$ cat src/rtl/pm_pkg.sv
package pm_pkg;

    typedef enum logic [1:0] {
        PS_D0    = 2'b00,
        PS_D1    = 2'b01,
        PS_D2    = 2'b10,
        PS_D3HOT = 2'b11
    } pwr_state_e;

    localparam int WORD_W   = 32;
    localparam int SEL_W    = 4;
    localparam int BIT_STS  = 15;
    localparam int BIT_EN   = 8;
    localparam int SEL_LO   = 9;

    typedef struct packed {
        logic [15:0]      zero_hi;
        logic             wake_sts;
        logic [1:0]       scale;
        logic [SEL_W-1:0] sel;
        logic             wake_en;
        logic [5:0]       zero_lo;
        pwr_state_e       state;
    } csr_word_t;

    typedef struct packed {
        logic             hit;
        logic             sts_clr;
        logic             en_val;
        logic [SEL_W-1:0] sel_val;
        logic [1:0]       state_val;
    } csr_wr_t;

    function automatic logic state_ok(logic [1:0] code, logic d1_ok, logic d2_ok);
        case (code)
            2'b01:   return d1_ok;
            2'b10:   return d2_ok;
            default: return 1'b1;
        endcase
    endfunction

endpackage

$ cat src/rtl/pm_state_reg.sv
module pm_state_reg
    import pm_pkg::*;
#(
    parameter bit HAS_D1 = 1'b1,
    parameter bit HAS_D2 = 1'b0
) (
    input  logic       clk,
    input  logic       por_rst,
    input  logic       warm_rst,
    input  csr_wr_t    wr,
    output pwr_state_e state
);

    logic accept;

    always_comb accept = wr.hit && state_ok(wr.state_val, HAS_D1, HAS_D2);

    always_ff @(posedge clk) begin
        if (por_rst || warm_rst)
            state <= PS_D0;
        else if (accept)
            state <= pwr_state_e'(wr.state_val);
    end

    AST_STATE_DROP: assert property (@(posedge clk) disable iff (por_rst)
        (!warm_rst && wr.hit && !state_ok(wr.state_val, HAS_D1, HAS_D2)) |=> $stable(state));

    AST_STATE_LEGAL: assert property (@(posedge clk) disable iff (por_rst)
        state_ok(state, HAS_D1, HAS_D2));

    AST_WARM_STATE: assert property (@(posedge clk) disable iff (por_rst)
        warm_rst |=> (state == PS_D0));

endmodule

$ cat src/rtl/pm_select_reg.sv
module pm_select_reg
    import pm_pkg::*;
(
    input  logic             clk,
    input  logic             por_rst,
    input  logic             warm_rst,
    input  csr_wr_t          wr,
    output logic [SEL_W-1:0] sel
);

    always_ff @(posedge clk) begin
        if (por_rst || warm_rst)
            sel <= '0;
        else if (wr.hit)
            sel <= wr.sel_val;
    end

    AST_SEL_HOLD: assert property (@(posedge clk) disable iff (por_rst || warm_rst)
        !wr.hit |=> $stable(sel));

endmodule

$ cat src/rtl/pm_wake_reg.sv
module pm_wake_reg
    import pm_pkg::*;
(
    input  logic    clk,
    input  logic    por_rst,
    input  logic    warm_rst,
    input  logic    cold_wake_cap,
    input  logic    wake_evt,
    input  csr_wr_t wr,
    output logic    wake_sts,
    output logic    wake_en
);

    logic dom_rst;

    always_comb dom_rst = por_rst || (warm_rst && !cold_wake_cap);

    always_ff @(posedge clk) begin
        if (dom_rst)
            wake_sts <= 1'b0;
        else if (wake_evt)
            wake_sts <= 1'b1;
        else if (wr.hit && wr.sts_clr)
            wake_sts <= 1'b0;
    end

    always_ff @(posedge clk) begin
        if (dom_rst)
            wake_en <= 1'b0;
        else if (wr.hit)
            wake_en <= wr.en_val;
    end

    AST_EVT_SETS: assert property (@(posedge clk) disable iff (por_rst)
        (wake_evt && !(warm_rst && !cold_wake_cap)) |=> wake_sts);

    AST_CLR_WORKS: assert property (@(posedge clk) disable iff (por_rst)
        (wr.hit && wr.sts_clr && !wake_evt) |=> !wake_sts);

    AST_SET_WINS: assert property (@(posedge clk) disable iff (por_rst)
        (wr.hit && wr.sts_clr && wake_evt) |=> wake_sts);

    AST_WARM_KEEP: assert property (@(posedge clk) disable iff (por_rst)
        (warm_rst && cold_wake_cap && !wake_evt) |=> ($stable(wake_sts) && $stable(wake_en)));

    AST_WARM_CLEAR: assert property (@(posedge clk) disable iff (por_rst)
        (warm_rst && !cold_wake_cap) |=> (!wake_sts && !wake_en));

endmodule

$ cat src/rtl/pm_csr.sv
module pm_csr
    import pm_pkg::*;
#(
    parameter int          ADDR_W   = 8,
    parameter logic [7:0]  CSR_ADDR = 8'h44,
    parameter bit          HAS_D1   = 1'b1,
    parameter bit          HAS_D2   = 1'b0
) (
    input  logic              clk,
    input  logic              por_rst,
    input  logic              warm_rst,
    input  logic              cold_wake_cap,
    input  logic [ADDR_W-1:0] reg_addr,
    input  logic              reg_wr,
    input  logic [WORD_W-1:0] reg_wdata,
    output logic [WORD_W-1:0] reg_rdata,
    input  logic              wake_evt,
    output logic              wake_n,
    output logic [1:0]        pwr_state
);

    localparam int WORD_LSB = 2;

    logic             addr_hit;
    csr_wr_t          wr;
    pwr_state_e       state_q;
    logic [SEL_W-1:0] sel_q;
    logic             sts_q;
    logic             en_q;
    csr_word_t        word;

    always_comb begin
        addr_hit     = (reg_addr[ADDR_W-1:WORD_LSB] == CSR_ADDR[ADDR_W-1:WORD_LSB]);
        wr.hit       = addr_hit && reg_wr && !warm_rst;
        wr.sts_clr   = reg_wdata[BIT_STS];
        wr.en_val    = reg_wdata[BIT_EN];
        wr.sel_val   = reg_wdata[SEL_LO +: SEL_W];
        wr.state_val = reg_wdata[1:0];
    end

    pm_state_reg #(
        .HAS_D1 (HAS_D1),
        .HAS_D2 (HAS_D2)
    ) u_state (
        .clk      (clk),
        .por_rst  (por_rst),
        .warm_rst (warm_rst),
        .wr       (wr),
        .state    (state_q)
    );

    pm_select_reg u_sel (
        .clk      (clk),
        .por_rst  (por_rst),
        .warm_rst (warm_rst),
        .wr       (wr),
        .sel      (sel_q)
    );

    pm_wake_reg u_wake (
        .clk           (clk),
        .por_rst       (por_rst),
        .warm_rst      (warm_rst),
        .cold_wake_cap (cold_wake_cap),
        .wake_evt      (wake_evt),
        .wr            (wr),
        .wake_sts      (sts_q),
        .wake_en       (en_q)
    );

    always_comb begin
        word          = '0;
        word.wake_sts = sts_q;
        word.sel      = sel_q;
        word.wake_en  = en_q;
        word.state    = state_q;
        reg_rdata     = addr_hit ? word : '0;
        wake_n        = !(sts_q && en_q);
        pwr_state     = state_q;
    end

    AST_MISS_NO_WRITE: assert property (@(posedge clk) disable iff (por_rst || warm_rst)
        (!addr_hit && !wake_evt) |=> ($stable(pwr_state) && $stable(wake_n)));

    AST_POR_IDLE: assert property (@(posedge clk)
        por_rst |=> (wake_n && pwr_state == 2'b00));

endmodule

$ cat config.mk
export PLATFORM = sky130hd
export DESIGN_NAME = pm_csr
export DESIGN_NICKNAME = d
export VERILOG_FILES = /design/src/rtl/pm_pkg.sv /design/src/rtl/pm_state_reg.sv /design/src/rtl/pm_select_reg.sv /design/src/rtl/pm_wake_reg.sv /design/src/rtl/pm_csr.sv
export SDC_FILE = /design/constraint.sdc
export NUM_CORES = 1
export LEC_CHECK = 0
export BUFFER_PORTS_ARGS = -buffer_cell sky130_fd_sc_hd__buf_4
export CAP_MARGIN = 10
export CORE_UTILIZATION = 31
export CTS_BUF_LIST = sky130_fd_sc_hd__clkbuf_16
export CTS_CLUSTER_DIAMETER = 150
export DETAILED_ROUTE_END_ITERATION = 10
export PLACE_DENSITY = 0.8
export SLEW_MARGIN = 20
export SYNTH_ARGS = -nofsm -noshare
export SYNTH_HDL_FRONTEND = slang
export SYNTH_SLANG_ARGS = --single-unit
$ cat constraint.sdc
create_clock -name clk -period 1.5 [get_ports clk]
set_input_delay 0.075 -clock clk [delete_from_list [all_inputs] [get_ports clk]]
set_output_delay 0.075 -clock clk [all_outputs]
set_load 0.005 [all_outputs]
==> flow_summary.yaml <==
sta:
  fin_crit_sh: 0.961
  report.final.slew_viol_count: 0
  finalHoldViolations: 0
  rsz0062_at_grt: "no"
  fmax_ghz: 0.694
  skew_ns: 0
  setup_violations: 0
  post-route-min-period_ns: 1.44
  layout_setup_ws_ns: 0.0583
placed_design:
  port_buffers: 30
  hpwl_um: 1050
  gp_congestion: 0.755
  post-place-ws_ns: -0.00879
  dp_cells: 131
layout:
  multi_input_area_um2: 349
  num_antenna_cells: 0
  finalNonFillerCells: 134
  fill_cells: 179
  drive_gt1_frac: 0.367
  fin_nets: 157
  syn_to_final_growth_pct: 39.2
  regArea_um2: 160
clock_tree:
  post_cts_buffers: 0
  cts_hold_buffers: 0
  numCtsBuffers: 3
  cts_max_level: 1
  clockBufferDepth: 2
  cts.sinks: 8
  cts_root_buffer: "clkbuf_16"
  clk_pin_slew_ns: 0.04
  cts_tree: "built"
  clkLatencyLatePin_ns: 0.23
power:
  total_power_mw: 0.752
  power.density_nw_per_um2: 863
  ir_drop_mv: 0.529
  static-leakage-power_nw: 0.412
detailed_routing:
  viasPerCell: 4.13
  wl_per_cell_um: 10.2
  drt_iter0_drc: 6
  first_pass_iters: 4
  drt.antenna.violating_nets: 0
  routed_wl_um: 1370
  vias: 553
  drcViolationCount: 0
synth:
  ys_ff_latch: 8
  synthDistinctLibCells: 23
  synth_warnings: 0
  syn_avg_cell_area_um2: 8.12
  ys_seq_area_frac: 0.256
  syn_area_um2: 626
  post-synth-top-area-fraction: 0.288
  syn_inst: 77
  synth_top_cell_by_area: "buf_4"
  synth_area_leaders: "buf_4 (29%), dfxtp_1 (26%), and2_1 (8.0%)"
global_routing:
  grt_start_max_net_pins: 9
  grt_overflow: 0
  antenna_found_initial: 0
  first_global_vias: 521
  grt_use_total: 0.141
  grt_pass1_wl_um: 2060
worst_setup_path:
  reg2reg_setup_slack_ns: 0.82
  worstPathMaxFanout: 8
  arrival_ns: 1.37
  endpoint_kind: "output port"
  r2r_end: "u_wake.wake_sts$_SDFFE_PP0P_"
  crit_path_start_kind: "input pin"
  cp.required_ns: 1.42
  reg2reg_depth: 3
  path_class: "input pin to output port"
  r2r_start: "u_wake.wake_sts$_SDFFE_PP0P_"
die:
  dieArea_um2: 2200
  die_x_um: 46.9
  io_pins: 81
  core_um2: 1800
  num_rows: 15
  die_h_um: 46.9
  initial_core_util: 0.347
job:
  drv_cap: 0
outcome:
  status: "complete, no violations"
min_path:
  hold_end: "u_wake.wake_sts$_SDFFE_PP0P_"
  min_path_cells: 2
  hold_class: "input pin to register"
  holdCritStartpoint: "wake_evt"
layer usage:
metal  wire length (um)  share of wire  vias to the layer above  global-route usage
li1                   -              -                      280                   -
met1                550           0.40                      240               0.151
met2                684           0.50                       29               0.239
met3                 97          0.071                        4              0.0346
met4                 32          0.023                        0               0.103
met5                  0              0                        -                   0
cell usage in the layout, fill, tap and decap left out, types with 3 or more instances in the layout:
master and instances:
a21oi_1 6, and2_1 8, o21ai_0 5, conb_1 24, clkbuf_16 3, buf_4 33, dfxtp_1 8, nand3_1 6
where the power goes:
part           internal (mW)  total [mW]  leakage (nW)  switching, mW
Sequential             0.216       0.217        0.0647        0.00130
Clock                  0.344       0.450        0.0370          0.106
Combinational         0.0444      0.0842         0.311         0.0398
Total                  0.604       0.752         0.412          0.147
worst max path at each step:
stage                     cells after the start  slack [ns]       endpoint         from
final                                         5        0.06  reg_rdata[11]  reg_addr[5]
after global routing                          5        0.02  reg_rdata[11]  reg_addr[5]
after CTS                                     5        0.02  reg_rdata[11]  reg_addr[5]
after detailed placement                      5      -0.009   reg_rdata[8]  reg_addr[5]
after global placement                        5        0.03  reg_rdata[10]  reg_addr[5]
after floorplan                               4        0.27   reg_rdata[0]  reg_addr[5]
cells by family (layout without fill, tap and decap cells):
family / count (synthesis) / in the layout / share of synthesized area
AND/OR/NAND/NOR: 23 / 23 / 0.264
other: 1 / 24 / 0.00599
buffers and inverters: 29 / 38 / 0.330
flip-flops: 8 / 8 / 0.256
AO/OA/AOI/OAI: 16 / 16 / 0.144
area by class of cell:
type / instances / share of cell area
inverter: 2 / 0.00862
timing repair buffer: 33 / 0.284
clock buffer: 3 / 0.0862
tap: 25 / 0.0359
multi-input combinational: 63 / 0.401
sequential: 8 / 0.184
through the flow:
stage          TNS, ns  instance area (um^2)  utilization  hold slack, ns
6_report             0                   871        0.483          0.0617
5_1_grt              0                   871        0.483          0.0742
4_1_cts              0                   867        0.481          0.0597
3_5_place_dp   -0.0204                   792        0.440           0.297
3_3_place_gp         0                   792        0.440           0.290
2_1_floorplan        0                   712            -           0.199
flip-flops by register name, indices dropped and copies added, names as in the netlist:
register         cells
u_state.state        2
u_wake.wake_en       1
u_sel.sel            4
u_wake.wake_sts      1
cell usage after synthesis, drive strengths merged:
master   number
buf          26
dfxtp         8
conb          1
o21a          1
nand3         6
a21oi         6
nand4bb       1
and2          8
nor3b         1
a21boi        1
clkbuf        1
o21ai         5
o31ai         1
inv           2
or4b          1
or2           1
a31oi         2
nor3          2
nor4bb        1
nand2         1
nor4b         1
what timing repair did:
action / in CTS / in global routing
resized for setup: 0 / 1
pin swaps: 1 / 1
endpoints found under the setup margin: 1 / 5
critical path, stage by stage:
cell and delay [ns]:
buf_4 0.12, or4b_4 0.55, nor3b_4 0.33, and2_1 0.19, buf_4 0.11
Power figures use the tool's default switching activity.
